--- src/rtl/mfr_pkg.sv ---
package mfr_pkg;
    localparam int DATA_W     = 512;
    localparam int WORD_W     = 128;
    localparam int CHAN_W     = 10;
    localparam int PORT_W     = 6;
    localparam int KEY_W      = 256;
    localparam int IV_W       = 96;
    localparam int AAD_W      = 32;
    localparam int NBYTES     = DATA_W / 8;
    localparam int WORD_BYTES = WORD_W / 8;
    localparam int NWORDS     = DATA_W / WORD_W;
    localparam int CNT_W      = $clog2(NBYTES) + 1;
    localparam int WIDX_W     = $clog2(NWORDS) + 1;
    localparam int CTX_W      = PORT_W + CHAN_W;
    localparam int TID_W      = 2 * CTX_W;
    localparam logic [2:0] PATTERN_TAG = 3'b010;

    typedef enum logic {ST_GAP, ST_PKT} fr_state_e;

    typedef struct packed {
        logic [PORT_W-1:0] port;
        logic [CHAN_W-1:0] chan;
        logic              sm4;
        logic              dec;
    } pkt_ctx_t;

    typedef struct packed {
        logic [DATA_W-1:0] data;
        logic [NBYTES-1:0] keep;
        logic              last;
        logic              den;
        logic              iven;
        logic              keyen;
        logic              keywide;
        logic              sm4;
        logic              dec;
        logic [TID_W-1:0]  tid;
    } beat_t;

    typedef struct packed {
        fr_state_e st;
        logic      ov;
        pkt_ctx_t  cur;
        beat_t     ob;
    } fr_regs_t;
endpackage

--- src/rtl/mfr_byte_keep.sv ---
module mfr_byte_keep #(
    parameter int NB = 64,
    parameter int CW = 7
) (
    input  logic [CW-1:0] count,
    output logic [NB-1:0] keep
);
    for (genvar i = 0; i < NB; i++) begin : g_byte
        assign keep[i] = (CW'(i) < count);
    end
endmodule

--- src/rtl/mfr_byte_mask.sv ---
module mfr_byte_mask #(
    parameter int NB = 64
) (
    input  logic [8*NB-1:0] din,
    input  logic [NB-1:0]   keep,
    output logic [8*NB-1:0] dout
);
    for (genvar i = 0; i < NB; i++) begin : g_byte
        assign dout[8*i +: 8] = keep[i] ? din[8*i +: 8] : 8'h00;
    end
endmodule

--- src/rtl/mfr_word_place.sv ---
module mfr_word_place #(
    parameter int DW = 512,
    parameter int WW = 128,
    parameter int IW = 3
) (
    input  logic [DW-1:0] base,
    input  logic [WW-1:0] word,
    input  logic [IW-1:0] idx,
    input  logic          en,
    output logic [DW-1:0] dout
);
    localparam int NW = DW / WW;
    for (genvar w = 0; w < NW; w++) begin : g_word
        assign dout[WW*w +: WW] = (en && idx == IW'(w)) ? word : base[WW*w +: WW];
    end
endmodule

--- src/rtl/macsec_beat_framer.sv ---
module macsec_beat_framer
    import mfr_pkg::*;
(
    input  logic                  clk,
    input  logic                  rst_n,
    input  logic                  desc_valid,
    output logic                  desc_ready,
    input  logic [CHAN_W-1:0]     desc_chan,
    input  logic [PORT_W-1:0]     desc_port,
    input  logic                  desc_sm4,
    input  logic                  desc_decrypt,
    input  logic [IV_W-1:0]       desc_iv,
    input  logic [AAD_W-1:0]      desc_aad,
    input  logic                  pay_valid,
    output logic                  pay_ready,
    input  logic [DATA_W-1:0]     pay_data,
    input  logic [CNT_W-1:0]      pay_bytes,
    input  logic                  pay_last,
    input  logic                  key_valid,
    output logic                  key_ready,
    input  logic [CHAN_W-1:0]     key_slot,
    input  logic                  key_wide,
    input  logic                  key_sm4,
    input  logic [KEY_W-1:0]      key_value,
    output logic                  m_valid,
    input  logic                  m_ready,
    output logic [DATA_W-1:0]     m_data,
    output logic [NBYTES-1:0]     m_keep,
    output logic                  m_last,
    output logic                  m_data_en,
    output logic                  m_iv_en,
    output logic                  m_key_en,
    output logic                  m_key_wide,
    output logic                  m_sm4,
    output logic                  m_decrypt,
    output logic [2:0]            m_pattern,
    output logic [TID_W-1:0]      m_tid
);
    localparam int WB_SH = $clog2(WORD_BYTES);
    localparam logic [NBYTES-1:0] IV_KEEP = {{(NBYTES-WORD_BYTES){1'b0}}, {WORD_BYTES{1'b1}}};

    fr_regs_t q, d;

    logic              out_free;
    logic [CNT_W-1:0]  round_up;
    logic [WIDX_W-1:0] words_used;
    logic              fits;
    logic              combine_ok;
    logic [WORD_W-1:0] iv_word;
    logic [NBYTES-1:0] tail_keep;
    logic [DATA_W-1:0] tail_data;
    logic [DATA_W-1:0] combo_data;
    logic [CTX_W-1:0]  new_id;
    logic [CTX_W-1:0]  cur_id;
    pkt_ctx_t          new_ctx;

    assign out_free   = !q.ov || m_ready;
    assign round_up   = pay_bytes + CNT_W'(WORD_BYTES - 1);
    assign words_used = WIDX_W'(round_up >> WB_SH);
    assign fits       = words_used < WIDX_W'(NWORDS);
    assign combine_ok = pay_last && fits && !key_valid;
    assign iv_word    = {desc_aad, desc_iv};
    assign new_id     = {desc_port, desc_chan};
    assign cur_id     = {q.cur.port, q.cur.chan};
    assign new_ctx    = '{port: desc_port, chan: desc_chan, sm4: desc_sm4, dec: desc_decrypt};

    mfr_byte_keep #(.NB(NBYTES), .CW(CNT_W)) u_keep (
        .count (pay_bytes),
        .keep  (tail_keep)
    );

    mfr_byte_mask #(.NB(NBYTES)) u_mask (
        .din  (pay_data),
        .keep (tail_keep),
        .dout (tail_data)
    );

    mfr_word_place #(.DW(DATA_W), .WW(WORD_W), .IW(WIDX_W)) u_place (
        .base (tail_data),
        .word (iv_word),
        .idx  (words_used),
        .en   (combine_ok),
        .dout (combo_data)
    );

    assign pay_ready  = (q.st == ST_PKT) && out_free;
    assign key_ready  = (q.st == ST_GAP) && out_free;
    assign desc_ready = (q.st == ST_PKT) ? (out_free && pay_valid && combine_ok)
                                         : (out_free && !key_valid);

    always_comb begin
        beat_t b;
        d = q;
        b = '0;
        if (q.ov && m_ready) d.ov = 1'b0;
        case (q.st)
            ST_GAP: begin
                if (out_free && key_valid) begin
                    b.keyen   = 1'b1;
                    b.keywide = key_wide;
                    b.sm4     = key_sm4;
                    b.tid     = TID_W'(key_slot);
                    b.data    = key_wide ? DATA_W'(key_value)
                                         : DATA_W'(key_value[KEY_W/2-1:0]);
                    if (!(key_sm4 && key_wide)) begin
                        d.ov = 1'b1;
                        d.ob = b;
                    end
                end else if (out_free && desc_valid) begin
                    b.iven = 1'b1;
                    b.sm4  = desc_sm4;
                    b.dec  = desc_decrypt;
                    b.keep = IV_KEEP;
                    b.data = DATA_W'(iv_word);
                    b.tid  = {{CTX_W{1'b0}}, new_id};
                    d.ov   = 1'b1;
                    d.ob   = b;
                    d.cur  = new_ctx;
                    d.st   = ST_PKT;
                end
            end
            default: begin
                if (out_free && pay_valid) begin
                    b.den = 1'b1;
                    b.sm4 = q.cur.sm4;
                    b.dec = q.cur.dec;
                    if (!pay_last) begin
                        b.keep = '1;
                        b.data = pay_data;
                        b.tid  = {{CTX_W{1'b0}}, cur_id};
                    end else if (combine_ok && desc_valid) begin
                        b.iven = 1'b1;
                        b.last = 1'b1;
                        b.keep = tail_keep;
                        b.data = combo_data;
                        b.sm4  = desc_sm4;
                        b.dec  = desc_decrypt;
                        b.tid  = {cur_id, new_id};
                        d.cur  = new_ctx;
                    end else begin
                        b.last = 1'b1;
                        b.keep = tail_keep;
                        b.data = tail_data;
                        b.tid  = {cur_id, cur_id};
                        d.st   = ST_GAP;
                    end
                    d.ov = 1'b1;
                    d.ob = b;
                end
            end
        endcase
    end

    always_ff @(posedge clk or negedge rst_n) begin
        if (!rst_n) q <= '0;
        else        q <= d;
    end

    assign m_valid    = q.ov;
    assign m_data     = q.ob.data;
    assign m_keep     = q.ob.keep;
    assign m_last     = q.ob.last;
    assign m_data_en  = q.ob.den;
    assign m_iv_en    = q.ob.iven;
    assign m_key_en   = q.ob.keyen;
    assign m_key_wide = q.ob.keywide;
    assign m_sm4      = q.ob.sm4;
    assign m_decrypt  = q.ob.dec;
    assign m_tid      = q.ob.tid;
    assign m_pattern  = q.ov ? PATTERN_TAG : 3'b000;
endmodule

--- config.mk ---
export PLATFORM = sky130hd
export DESIGN_NAME = macsec_beat_framer
export DESIGN_NICKNAME = d
export VERILOG_FILES = /design/src/rtl/mfr_pkg.sv /design/src/rtl/mfr_byte_keep.sv /design/src/rtl/mfr_byte_mask.sv /design/src/rtl/mfr_word_place.sv /design/src/rtl/macsec_beat_framer.sv
export SDC_FILE = /design/constraint.sdc
export NUM_CORES = 2
export LEC_CHECK = 0
export BUFFER_PORTS_ARGS = -buffer_cell sky130_fd_sc_hd__buf_2
export CELL_PAD_IN_SITES_DETAIL_PLACEMENT = 1
export CELL_PAD_IN_SITES_GLOBAL_PLACEMENT = 1
export CORE_AREA = 10 10 596 598
export DETAILED_ROUTE_END_ITERATION = 16
export DIE_AREA = 0 0 606 608
export GPL_TIMING_DRIVEN = 0
export PLACE_DENSITY_LB_ADDON = 0.1
export SETUP_SLACK_MARGIN = 0.1
export SLEW_MARGIN = 20
export SYNTH_ARGS = -nofsm -noshare
export SYNTH_HDL_FRONTEND = slang
export SYNTH_SLANG_ARGS = --single-unit
--- constraint.sdc ---
create_clock -name clk -period 3.06 [get_ports clk]
set_input_delay 0.612 -clock clk [delete_from_list [all_inputs] [get_ports clk]]
set_output_delay 0.612 -clock clk [all_outputs]
set_load 0.02 [all_outputs]
==> summary.txt <==
Status
  – Status: finished, violations left
  – Failing checks: antenna violations

Global routing
  – Vias in the first global route: between 40000 and 50000
  – GRT Total Usage: 0.2004
  – First-pass GRT wire length: about 490 mm
  – Initial antenna violation count: ~240
  – Largest net degree at the start of global routing: slightly below 100
  – Grt ovf: 0

Floorplanning
  – Initial Util: 0.1010
  – Core area: about 340000 um^2
  – Die footprint: ~370000 um^2
  – IO Pins: between 1500 and 2000
  – # rows: approximately 220
  – Overall die height: roughly 610 um
  – Overall die width: around 610 um

Synth
  – EDFF count, synth: 0
  – Synthesis Warnings: 0
  – Sequential share of the synthesized area: 0.4595
  – Mapped Area: about 35000 um^2
  – Seq cells post-synth: 635
  – Ys async rst share: 1.000
  – Avg Inst Size Synth: 9.698 um^2
  – Library cells used by synthesis: approximately 60
  – Post-synthesis cell count: about 3600
  – Prevailing post-synth register cell: dfrtp_1

Layout
  – Fraction of layout cells with a size suffix above 1: 0.4602
  – P&R area growth vs syn: 73.74%
  – Net count, final: about 6800
  – Final Core Density: 0.1755
  – Post-Layout Inst Area: between 60000 and 70000 um^2

Timing
  – Setup violators final: 0
  – Peak Freq: between 300 and 400 MHz
  – Unrepaired setup endpoints after global routing: true
  – Period utilization: 0.9350
  – Layout Skew: 0.03819 ns
  – Slew Viols, Final: 0
  – Slew @ Worst Pin: around 1.1 ns
  – Slew HR: 0.2543
  – Hold Vio Cnt, Final: 0
  – Final Critical Period: about 2.9 ns

Worst hold path
  – HP Class: primary input to register
  – Hold_sp: pay_data[347]

Routing
  – Vias: approximately 40000
  – Detailed Routing Iterations Pass 1: 10
  – Total Wirelength: between 300 and 400 mm
  – Via density: approximately 3.9
  – ANT nets after route: 1
  – WL/cell: 36.46 um
  – DRC violations left: 0
  – 1st-iter DRT viols: ~3600

Power
  – Clock power share: 0.219
  – Pwr Total: just under 0.06 W
  – Fraction of power consumed by sequential logic: 0.242
  – Net Switching: approximately 0.027 W
  – Internal Pwr Total: 0.03091 W
  – Max VDD drop: 0.4440 mV
  – Sw Ratio: 0.4694
  – Leakage: 30.82 nW
  – PD cells: ~970 nW/um^2
  – Logic pwr share: 0.539

Run
  – Max Cap Viol: 0

Clocking
  – H-tree levels: 3
  – Clock root cell: clkbuf_16
  – Reg clk slew, reported paths: approximately 0.060 ns
  – CTS sink cnt: ~640
  – Clock buffer depth: 4
  – Worst-Skew Late Latency: 0.85 ns
  – CTS tree: yes
  – CTS Buf Count: about 110

Place
  – Post-DP Area: 50250 um^2
  – Gpl congestion: ~0.80
  – Port Buffer Count: 1557
  – Final HPWL DP: around 320 mm

Critical path
  – CP startpoint: m_valid
  – Critical Path Start Type: register
  – Worst Path Arrival: about 2.3 ns
  – Critical Path RT: between 2 and 2.5 ns
  – Worst Path Max Fanout: 5
  – Worst Setup Path Type: register to output pin
  – Reg2reg start: q[634]
  – Crit end category: output pin
## per-layer routing
| layer | part of all wire | GRT usage | vias up |
|---|---|---|---|
| li1 | - | - | 17440 |
| met3 | 0.055 | 0.04104 | 581 |
| met1 | 0.39 | 0.2276 | 21080 |
| met2 | 0.52 | 0.3770 | 1781 |
| met5 | 0.00069 | 0 | - |
| met4 | 0.033 | 0.05228 | 44 |
## Yosys cell counts, types with 16 or more instances
cell	count	area (um^2)
o21ai_0	38	190.2
clkbuf_1	209	784.5
buf_4	611	4587
a31oi_1	26	162.7
inv_1	263	987.2
nor2_1	196	735.7
a221oi_2	51	765.7
a21oi_1	231	1156
a211oi_1	41	307.8
a22o_1	40	350.3
a221oi_1	93	814.5
a222oi_1	392	3924
buf_2	20	100.1
a21o_1	52	390.4
and3_1	25	156.4
o22ai_1	39	244.0
dfrtp_1	635	15890
buf_1	22	82.58
o211ai_1	16	120.1
nand2_1	415	1558
## registers in the layout, indices dropped and copies added (netlist names)
signal / cells
m_data_en: 1
m_data: 512
m_keep: 64
cur_id: 16
m_valid: 1
m_key_en: 1
m_decrypt: 1
m_sm4: 1
m_tid: 32
m_key_wide: 1
q: 3
m_iv_en: 1
m_last: 1
## placed cells by master (no fill, tap or decap), types with 13 or more instances in the layout
cell type,instances
a22o_1,40
clkinv_2,17
a221oi_1,92
a21oi_1,186
clkbuf_2,88
a21oi_2,24
a21oi_4,21
buf_2,1583
inv_1,263
buf_12,25
clkbuf_16,108
a22oi_1,14
mux2_2,13
a21o_1,52
dfrtp_1,634
diode_2,70
nand2_1,414
o21ai_0,38
and3_1,24
nor2_1,181
a222oi_1,392
o22ai_1,39
buf_8,20
buf_6,23
buf_16,30
nand3_1,14
dlygate4sd3_1,568
a211oi_1,41
clkbuf_1,105
a221o_1,15
a31oi_1,26
a221oi_2,51
clkbuf_8,37
o211ai_1,16
clkbuf_4,31
buf_4,622
## power groups by stage
stage                     logic [W]  registers, W  clock network [W]
after floorplan              0.0161        0.0134                  0
after global placement       0.0302        0.0142                  0
after detailed placement     0.0314        0.0142                  0
after CTS                    0.0325        0.0141             0.0133
after global routing         0.0335        0.0145             0.0135
final                        0.0314        0.0141             0.0127
## final timing paths
| kind | to | slack, ns | depth (start not counted) |
|---|---|---|---|
| max | desc_ready | 0.20 | 7 |
| min | m_data[347] | 0.07 | 3 |
| max reg2reg | m_data[141] | 0.21 | 9 |
| min reg2reg | m_key_en | 0.48 | 2 |
| max in group asynchronous | m_keep[44] | 0.42 | 6 |
| min in group asynchronous | m_data[43] | 0.25 | 2 |
## cell families after synthesis
| family | after synthesis | synth area share |
|---|---|---|
| AOI/OAI and AO/OA | 1082 | 0.2609 |
| xor gates and xnor gates | 1 | 0.0002533 |
| buffers and inverters | 1135 | 0.1922 |
| DFF | 635 | 0.4595 |
| muxes | 15 | 0.005065 |
| other | 1 | 0.0001084 |
| and+or+nand+nor | 697 | 0.08202 |
## critical path, cell delays in order, from the launching register on
cell	delay [ns]
dfrtp_2	0.37
nor2b_1	0.15
buf_4	0.17
clkbuf_2	0.17
nor2_1	0.07
a31oi_1	0.20
nor2_1	0.08
buf_6	0.18
## final cells by class
| cell class | instances | area [um^2] |
|---|---|---|
| multi-input cells | 1797 | 12540 |
| inverters | 263 | 987.2 |
| well taps | 4557 | 5702 |
| fillers | 40060 | 282400 |
| flip-flops and latches | 635 | 15890 |
| clock inverters | 28 | 281.5 |
| plain buffers | 871 | 6055 |
| repair buffers | 2218 | 15290 |
| clock buffers | 159 | 3164 |
| diodes | 70 | 175.2 |
## per-stage QoR
stage	setup WS (ns)	cells	hold WS, ns	setup TNS, ns
finish	0.1988	10600	0.07149	0
global route	0.06956	10560	0.03968	0
CTS	0.07982	10530	0.0007129	0
detailed placement	-1.736	9763	0.4610	-655.26
global placement	-17.60	9681	0.4584	-
floorplan	0.3466	3567	0.3164	0
## repair_timing
action / 4_1_cts / 5_1_grt
setup endpoints to repair: 622 / 109
buffers inserted: 10 / 1
gates resized for setup: 141 / 21
hold buffers: 568 / 0
hold endpoints to repair: 531 / 0
pin swaps: 4 / 0
No activity file was read; power rests on OpenSTA's default activity.
